`config.mk`:
```
export PLATFORM = sky130hd
export DESIGN_NAME = ddr_init_seq
export DESIGN_NICKNAME = d
export VERILOG_FILES = /design/src/rtl/ddrinit_pkg.sv /design/src/rtl/ddrinit_wait_timer.sv /design/src/rtl/ddrinit_cmd_encode.sv /design/src/rtl/ddr_init_seq.sv
export SDC_FILE = /design/constraint.sdc
export NUM_CORES = 1
export LEC_CHECK = 0
export CORE_AREA = 3 3 42 81
export CTS_CLUSTER_SIZE = 30
export DETAILED_ROUTE_END_ITERATION = 6
export DIE_AREA = 0 0 45 84
export DONT_BUFFER_PORTS = 1
export REMOVE_ABC_BUFFERS = 1
export SKIP_LAST_GASP = 1
export SLEW_MARGIN = 10
export SYNTH_ARGS = -nofsm -noshare
export SYNTH_HDL_FRONTEND = slang
export SYNTH_SLANG_ARGS = --single-unit
```
`constraint.sdc`:
```
create_clock -name clk -period 1.5 [get_ports clk]
set_input_delay 0.45 -clock clk [delete_from_list [all_inputs] [get_ports clk]]
set_output_delay 0.45 -clock clk [all_outputs]
set_load 0.005 [all_outputs]
```
`src/rtl/ddrinit_pkg.sv`:
```
package ddrinit_pkg;

  // {cs_n, ras_n, cas_n, we_n}
  typedef enum logic [3:0] {
    CMD_LMR  = 4'b0000,
    CMD_AREF = 4'b0001,
    CMD_PRE  = 4'b0010,
    CMD_NOP  = 4'b0111
  } ddr_cmd_e;

  typedef enum logic [3:0] {
    ST_IDLE,
    ST_NOP,
    ST_PRE1,
    ST_WRP1,
    ST_EMRS,
    ST_MRS_DLL,
    ST_PRE2,
    ST_WRP2,
    ST_AREF1,
    ST_WRFC1,
    ST_AREF2,
    ST_WRFC2,
    ST_MRS,
    ST_WMRD,
    ST_READY
  } init_state_e;

  // Clock distance needed to cover t_ns at period tck_ns, never below one.
  function automatic int unsigned clocks_for(input int unsigned t_ns,
                                             input int unsigned tck_ns);
    int unsigned n;
    n = (t_ns + tck_ns - 1) / tck_ns;
    return (n < 1) ? 1 : n;
  endfunction

  function automatic int unsigned max3(input int unsigned a,
                                       input int unsigned b,
                                       input int unsigned c);
    int unsigned m;
    m = (a > b) ? a : b;
    return (m > c) ? m : c;
  endfunction

  // Mode word: [2:0] burst length, [3] burst type, [6:4] CAS latency, [12:7] op mode.
  function automatic logic [12:0] mode_word(input logic [2:0] bl,
                                            input logic       bt,
                                            input logic [2:0] cl,
                                            input logic [5:0] op);
    return {op, cl, bt, bl};
  endfunction

endpackage

```
`src/rtl/ddrinit_wait_timer.sv`:
```
module ddrinit_wait_timer #(
  parameter int CNT_W = 4
) (
  input  logic             clk,
  input  logic             rst_n,
  input  logic             load,
  input  logic [CNT_W-1:0] load_val,
  output logic             expired
);

  localparam logic [CNT_W-1:0] ONE = CNT_W'(1);

  logic [CNT_W-1:0] cnt;
  logic             armed;

  always_ff @(posedge clk or negedge rst_n) begin
    if (!rst_n) begin
      cnt   <= '0;
      armed <= 1'b0;
    end else if (load) begin
      cnt   <= load_val;
      armed <= 1'b1;
    end else if (armed) begin
      if (cnt == '0) armed <= 1'b0;
      else           cnt   <= cnt - ONE;
    end
  end

  assign expired = armed && (cnt == '0);

  assert_count_down_R7: assert property (@(posedge clk) disable iff (!rst_n)
    (armed && (cnt != '0) && !load) |=> (cnt == $past(cnt) - ONE));

  assert_load_takes_R7: assert property (@(posedge clk) disable iff (!rst_n)
    load |=> (armed && cnt == $past(load_val)));

endmodule

```
`src/rtl/ddrinit_cmd_encode.sv`:
```
module ddrinit_cmd_encode
  import ddrinit_pkg::*;
#(
  parameter int          ADDR_W    = 13,
  parameter int          BA_W      = 2,
  parameter logic [12:0] EXT_WORD  = 13'h0000,
  parameter logic [12:0] BASE_WORD = 13'h0022
) (
  input  logic              clk,
  input  logic              rst_n,
  input  init_state_e       state,
  output logic              cke,
  output logic              cs_n,
  output logic              ras_n,
  output logic              cas_n,
  output logic              we_n,
  output logic [BA_W-1:0]   ba,
  output logic [ADDR_W-1:0] addr,
  output logic              done
);

  localparam int AP_BIT      = 10;
  localparam int DLL_RST_BIT = 8;
  localparam logic [ADDR_W-1:0] AP_MASK  = ADDR_W'(1) << AP_BIT;
  localparam logic [ADDR_W-1:0] DLL_MASK = ADDR_W'(1) << DLL_RST_BIT;
  localparam logic [ADDR_W-1:0] EXT_A    = ADDR_W'(EXT_WORD);
  localparam logic [ADDR_W-1:0] BASE_A   = ADDR_W'(BASE_WORD) & ~DLL_MASK;
  localparam logic [BA_W-1:0]   BA_EXT   = BA_W'(1);

  ddr_cmd_e          cmd_d;
  logic [BA_W-1:0]   ba_d;
  logic [ADDR_W-1:0] addr_d;
  logic              cke_d;
  logic              done_d;
  logic              wait_state;

  assign wait_state = (state == ST_WRP1) || (state == ST_WRP2) ||
                      (state == ST_WRFC1) || (state == ST_WRFC2) ||
                      (state == ST_WMRD);

  always_comb begin
    cmd_d  = CMD_NOP;
    ba_d   = '0;
    addr_d = '0;
    cke_d  = (state != ST_IDLE);
    done_d = (state == ST_READY);
    case (state)
      ST_PRE1, ST_PRE2: begin
        cmd_d  = CMD_PRE;
        addr_d = AP_MASK;
      end
      ST_EMRS: begin
        cmd_d  = CMD_LMR;
        ba_d   = BA_EXT;
        addr_d = EXT_A;
      end
      ST_MRS_DLL: begin
        cmd_d  = CMD_LMR;
        addr_d = BASE_A | DLL_MASK;
      end
      ST_AREF1, ST_AREF2: cmd_d = CMD_AREF;
      ST_MRS: begin
        cmd_d  = CMD_LMR;
        addr_d = BASE_A;
      end
      default: cmd_d = CMD_NOP;
    endcase
  end

  always_ff @(posedge clk or negedge rst_n) begin
    if (!rst_n) begin
      {cs_n, ras_n, cas_n, we_n} <= CMD_NOP;
      cke  <= 1'b0;
      ba   <= '0;
      addr <= '0;
      done <= 1'b0;
    end else begin
      {cs_n, ras_n, cas_n, we_n} <= cmd_d;
      cke  <= cke_d;
      ba   <= ba_d;
      addr <= addr_d;
      done <= done_d;
    end
  end

  assert_wait_is_nop_R7: assert property (@(posedge clk) disable iff (!rst_n)
    wait_state |=> ({cs_n, ras_n, cas_n, we_n} == CMD_NOP));

  assert_ready_outputs_R9: assert property (@(posedge clk) disable iff (!rst_n)
    (state == ST_READY) |=> (done && cke && {cs_n, ras_n, cas_n, we_n} == CMD_NOP));

  assert_idle_cke_low_R1: assert property (@(posedge clk) disable iff (!rst_n)
    (state == ST_IDLE) |=> (!cke && !done));

endmodule

```
`src/rtl/ddr_init_seq.sv`:
```
module ddr_init_seq
  import ddrinit_pkg::*;
#(
  parameter int unsigned TCK_NS           = 8,
  parameter int unsigned TRP_NS           = 20,
  parameter int unsigned TRFC_NS          = 75,
  parameter int unsigned TMRD_NS          = 12,
  parameter int          ADDR_W           = 13,
  parameter int          BA_W             = 2,
  parameter logic [2:0]  BL_CODE          = 3'b010,
  parameter logic        BURST_INTERLEAVE = 1'b0,
  parameter logic [2:0]  CL_CODE          = 3'b010,
  parameter logic [5:0]  OP_MODE          = 6'b000000,
  parameter logic [12:0] EXT_MODE         = 13'h0000
) (
  input  logic              clk,
  input  logic              rst_n,
  input  logic              stable_done,
  output logic              mem_cke,
  output logic              mem_cs_n,
  output logic              mem_ras_n,
  output logic              mem_cas_n,
  output logic              mem_we_n,
  output logic [BA_W-1:0]   mem_ba,
  output logic [ADDR_W-1:0] mem_addr,
  output logic              init_done
);

  localparam int unsigned RP_N  = clocks_for(TRP_NS, TCK_NS);
  localparam int unsigned RFC_N = clocks_for(TRFC_NS, TCK_NS);
  localparam int unsigned MRD_N = clocks_for(TMRD_NS, TCK_NS);
  localparam int unsigned MAX_N = max3(RP_N, RFC_N, MRD_N);
  localparam int          CNT_W = (MAX_N > 2) ? $clog2(MAX_N) : 1;

  localparam bit RP_WAIT  = (RP_N > 1);
  localparam bit RFC_WAIT = (RFC_N > 1);
  localparam bit MRD_WAIT = (MRD_N > 1);

  // Wait state lasts N-1 clocks; the timer reaches zero on its last one.
  localparam logic [CNT_W-1:0] RP_LD  = CNT_W'(RP_WAIT  ? RP_N  - 2 : 0);
  localparam logic [CNT_W-1:0] RFC_LD = CNT_W'(RFC_WAIT ? RFC_N - 2 : 0);
  localparam logic [CNT_W-1:0] MRD_LD = CNT_W'(MRD_WAIT ? MRD_N - 2 : 0);

  localparam logic [12:0] BASE_WORD = mode_word(BL_CODE, BURST_INTERLEAVE, CL_CODE, OP_MODE);

  init_state_e      state_q, state_d;
  logic             tmr_load;
  logic [CNT_W-1:0] tmr_val;
  logic             tmr_expired;
  logic             in_wait;

  assign in_wait = (state_q == ST_WRP1) || (state_q == ST_WRP2) ||
                   (state_q == ST_WRFC1) || (state_q == ST_WRFC2) ||
                   (state_q == ST_WMRD);

  always_comb begin
    state_d  = state_q;
    tmr_load = 1'b0;
    tmr_val  = '0;
    case (state_q)
      ST_IDLE:    if (stable_done) state_d = ST_NOP;
      ST_NOP:     state_d = ST_PRE1;
      ST_PRE1: begin
        if (RP_WAIT) begin
          state_d  = ST_WRP1;
          tmr_load = 1'b1;
          tmr_val  = RP_LD;
        end else begin
          state_d = ST_EMRS;
        end
      end
      ST_WRP1:    if (tmr_expired) state_d = ST_EMRS;
      ST_EMRS:    state_d = ST_MRS_DLL;
      ST_MRS_DLL: state_d = ST_PRE2;
      ST_PRE2: begin
        if (RP_WAIT) begin
          state_d  = ST_WRP2;
          tmr_load = 1'b1;
          tmr_val  = RP_LD;
        end else begin
          state_d = ST_AREF1;
        end
      end
      ST_WRP2:    if (tmr_expired) state_d = ST_AREF1;
      ST_AREF1: begin
        if (RFC_WAIT) begin
          state_d  = ST_WRFC1;
          tmr_load = 1'b1;
          tmr_val  = RFC_LD;
        end else begin
          state_d = ST_AREF2;
        end
      end
      ST_WRFC1:   if (tmr_expired) state_d = ST_AREF2;
      ST_AREF2: begin
        if (RFC_WAIT) begin
          state_d  = ST_WRFC2;
          tmr_load = 1'b1;
          tmr_val  = RFC_LD;
        end else begin
          state_d = ST_MRS;
        end
      end
      ST_WRFC2:   if (tmr_expired) state_d = ST_MRS;
      ST_MRS: begin
        if (MRD_WAIT) begin
          state_d  = ST_WMRD;
          tmr_load = 1'b1;
          tmr_val  = MRD_LD;
        end else begin
          state_d = ST_READY;
        end
      end
      ST_WMRD:    if (tmr_expired) state_d = ST_READY;
      ST_READY:   state_d = ST_READY;
      default:    state_d = ST_IDLE;
    endcase
  end

  always_ff @(posedge clk or negedge rst_n) begin
    if (!rst_n) state_q <= ST_IDLE;
    else        state_q <= state_d;
  end

  ddrinit_wait_timer #(
    .CNT_W (CNT_W)
  ) u_timer (
    .clk      (clk),
    .rst_n    (rst_n),
    .load     (tmr_load),
    .load_val (tmr_val),
    .expired  (tmr_expired)
  );

  ddrinit_cmd_encode #(
    .ADDR_W    (ADDR_W),
    .BA_W      (BA_W),
    .EXT_WORD  (EXT_MODE),
    .BASE_WORD (BASE_WORD)
  ) u_encode (
    .clk   (clk),
    .rst_n (rst_n),
    .state (state_q),
    .cke   (mem_cke),
    .cs_n  (mem_cs_n),
    .ras_n (mem_ras_n),
    .cas_n (mem_cas_n),
    .we_n  (mem_we_n),
    .ba    (mem_ba),
    .addr  (mem_addr),
    .done  (init_done)
  );

  assert_idle_hold_R1: assert property (@(posedge clk) disable iff (!rst_n)
    (state_q == ST_IDLE && !stable_done) |=> (state_q == ST_IDLE));

  assert_nop_one_clock_R2: assert property (@(posedge clk) disable iff (!rst_n)
    (state_q == ST_NOP) |=> (state_q == ST_PRE1));

  assert_wait_holds_R7: assert property (@(posedge clk) disable iff (!rst_n)
    (in_wait && !tmr_expired) |=> (state_q == $past(state_q)));

  assert_ready_sticky_R9: assert property (@(posedge clk) disable iff (!rst_n)
    (state_q == ST_READY) |=> (state_q == ST_READY));

  assert_cke_stays_R2: assert property (@(posedge clk) disable iff (!rst_n)
    mem_cke |=> mem_cke);

endmodule

```
==> impl_metrics.py <==
metrics = {
    "sta": {
        "tns_ps": 0,
        "hold_viol": 0,
        "fin_skew_ps": 3.46,
        "grt_setup_unrepaired": "no",
        "post-route-min-period_ps": 1390,
        "max_freq_ghz": 0.718,
        "slew-limit-headroom": 0.547,
        "worst_pin_slew_ps": 678,
        "maxSlewViolCount": 0,
        "post-route-period-util": 0.929,
        "setup_viol": 0,
        "setup_slack_ps": 107,
    },
    "setup_path": {
        "cp_slowest_cell": "dfrtp_1",
        "critPathTopFamily": "flip-flops",
        "cp.arrival_ps": 1530,
        "crit_path_start_kind": "flop",
        "path_buf_inv": 1,
        "path_cells": "inv_2, ha_4, and4bb_4, o21ai_0, a22o_1",
        "crit_required_ps": 1640,
        "crit_type": "reg -> reg",
        "cp-end-kind": "flop",
        "worst-path-max-fanout": 6,
        "slowest_delay_ps": 410,
    },
    "status": {
        "status": "finished clean",
    },
    "logic_synthesis": {
        "yosys_warnings": 0,
        "syn_avg_cell_area_um2": 10.3,
        "ys_ff_latch": 18,
        "yosysUniqueCellTypes": 40,
        "seq_area_frac_synth": 0.474,
        "syn-cell-area_um2": 958,
        "syn_inst": 93,
    },
    "finish": {
        "finalInstanceArea_um2": 1040,
        "fin_nets": 103,
        "layoutNonFillerInstCount": 127,
        "fin_util": 0.368,
        "diodes": 0,
        "drive_above_1_share": 0.235,
        "syn2layout_area_growth_pct": 8.88,
    },
    "place": {
        "place_ws_ps": 40.5,
        "place_area_um2": 958,
        "gp_congestion": 0.787,
        "placed_cells": 121,
        "hpwl_mm": 1.28,
        "io_buffers": 0,
    },
    "global_routing": {
        "top_usage_layer": "met2",
        "antenna_found_initial": 0,
        "grtUsageMet3": 0.0216,
        "grt_use_total": 0.105,
        "grt_util_met2": 0.185,
        "grt.overflow.total": 0,
        "grt_first_pass_wirelength_mm": 2.97,
        "grt_pass1_vias": 656,
        "met1_usage": 0.107,
        "grt_max_degree": 16,
    },
    "cts": {
        "cts_buffers": 3,
        "clockBufferDepth": 2,
        "htreeDepth": 1,
        "cts.sinks": 18,
        "insertion_delay_ps": 250,
        "clk_pin_slew_worst_paths_ps": 70,
        "cts_root_buf": "clkbuf_8",
        "tritoncts": "built",
    },
    "die": {
        "die_y_um": 84,
        "num_io_pins": 24,
        "num_rows": 27,
        "die_area_um2": 3780,
        "start_util": 0.338,
        "die_x_um": 45,
        "coreArea_um2": 2840,
    },
    "route": {
        "detail-route-antenna-nets": 0,
        "viasPerCell": 4.98,
        "drtIter0Drc": 13,
        "routedWlPerCell_um": 13.3,
        "vias": 633,
        "first_pass_iters": 4,
        "drc": 0,
        "drt-total-wl_mm": 1.68,
    },
    "worst_hold_path": {
        "min_path_type": "in -> async",
    },
    "power": {
        "power_density_nw_per_um2": 851,
        "vdd_drop_max_mv": 0.232,
        "p_leak_nw": 0.451,
    },
    "run": {
        "maxCapViolCount": 0,
    },
}
sequential cells by signal, indices dropped and copies added (netlist names):
| signal | count |
|---|---|
| u_timer.cnt | 4 |
| u_encode.ras_n | 1 |
| u_encode.we_n | 1 |
| u_timer.armed | 1 |
| u_encode.done | 1 |
| u_encode.ba | 1 |
| state_q | 4 |
| u_encode.addr | 3 |
| u_encode.cas_n | 1 |
| u_encode.cke | 1 |
placed cells by master (no fill, tap or decap), drive strengths merged, types with 2 or more instances in the layout:
cell | netlist | routed
dfrtp | 15 | 15
conb | 1 | 11
nand2 | 10 | 10
nor2 | 9 | 9
buf | 15 | 6
clkbuf | 1 | 4
o21ai | 4 | 4
dfstp | 3 | 3
inv | 3 | 3
o211ai | 2 | 2
xnor2 | 2 | 2
nand3 | 2 | 2
mux2i | 2 | 2
or2 | 2 | 2
and3 | 2 | 2
nor3 | 2 | 2
final timing paths:
kind	start	to	slack, ps	cells past startpoint
setup / recovery	u_timer.cnt[0]$_DFFE_PN0P_	state_q[1]$_DFFE_PN0P_	110	5
hold / removal	rst_n	u_encode.cas_n$_DFF_PN1_	40	0
setup reg to reg	u_timer.cnt[0]$_DFFE_PN0P_	state_q[1]$_DFFE_PN0P_	110	5
hold reg to reg	state_q[3]$_DFFE_PN0P_	u_encode.cas_n$_DFF_PN1_	570	1
max in group asynchronous	rst_n	state_q[2]$_DFFE_PN0P_	390	1
min in group clk	stable_done	state_q[0]$_DFFE_PN0P_	460	2
timing repair:
| action | CTS | global route |
|---|---|---|
| hold buffers | 1 | 0 |
| endpoints found under the hold margin | 15 | 0 |
| setup buffers | 0 | 1 |
| gates resized for setup | 0 | 3 |
| endpoints found under the setup margin | 0 | 3 |
per-stage QoR:
stage	total power [mW]	hold WS, ps
finish	0.888	39.3
global route	0.923	23.5
CTS	0.896	34.9
detailed placement	0.501	155
global placement	0.501	155
floorplan	0.501	154
layout make-up:
cell class	count	area, µm²
fillers	290	1790
multi-input cells	66	432
clock buffers	4	55.1
inverters	3	11.3
flip-flops and latches	18	454
well taps	29	36.3
repair buffers	7	55.1
routing by layer:
layer  up-vias  share of wire
li1        303              -
met1       307           0.33
met2        21           0.59
met3         2          0.056
met4         0          0.015
met5         -              0
kinds of logic (layout without fill, tap and decap cells):
group,after synthesis,in the layout,synth area share
and+or+nand+nor,32,32,0.184
adders and majority gates,1,1,0.0131
other,1,11,0.00391
buffers and inverters,19,14,0.128
AOI/OAI and AO/OA,16,16,0.137
muxes,3,3,0.0326
DFF,18,18,0.474
xor gates and xnor gates,3,3,0.0274
power breakdown:
part	switching, mW	leakage (nW)	internal, mW	total [mW]
clock network	0.153	0.0288	0.233	0.386
registers	0	0.215	0.486	0.486
logic	0.0144	0.207	0.00176	0.0162
cell usage after synthesis, drive strengths merged:
| cell type | n | area (µm²) |
|---|---|---|
| nand2b | 1 | 6.26 |
| nor3 | 2 | 21.3 |
| nand3 | 2 | 10.0 |
| o22ai | 1 | 6.26 |
| and4bb | 1 | 16.3 |
| a22o | 1 | 8.76 |
| a2bb2oi | 1 | 15.0 |
| xnor2 | 2 | 17.5 |
| o21bai | 1 | 7.51 |
| ha | 1 | 12.5 |
| o21ai | 4 | 20.0 |
| a21boi | 1 | 18.8 |
| nand2 | 10 | 37.5 |
| mux2i | 2 | 20.0 |
| conb | 1 | 3.75 |
| and3 | 2 | 13.8 |
| a221oi | 1 | 8.76 |
| o2bb2ai | 1 | 8.76 |
| a21o | 1 | 7.51 |
| o311ai | 1 | 8.76 |
| a31oi | 1 | 6.26 |
| buf | 15 | 108 |
| dfstp | 3 | 78.8 |
| dfrtp | 15 | 375 |
| inv | 3 | 11.3 |
| nand4 | 1 | 6.26 |
| nor3b | 1 | 7.51 |
| and2 | 1 | 6.26 |
| or2 | 2 | 12.5 |
| o211ai | 2 | 15.0 |
| nor2 | 9 | 38.8 |
| xor2 | 1 | 8.76 |
| clkbuf | 1 | 3.75 |
| mux2 | 1 | 11.3 |
Note: power is estimated with default switching activity, not from simulation.
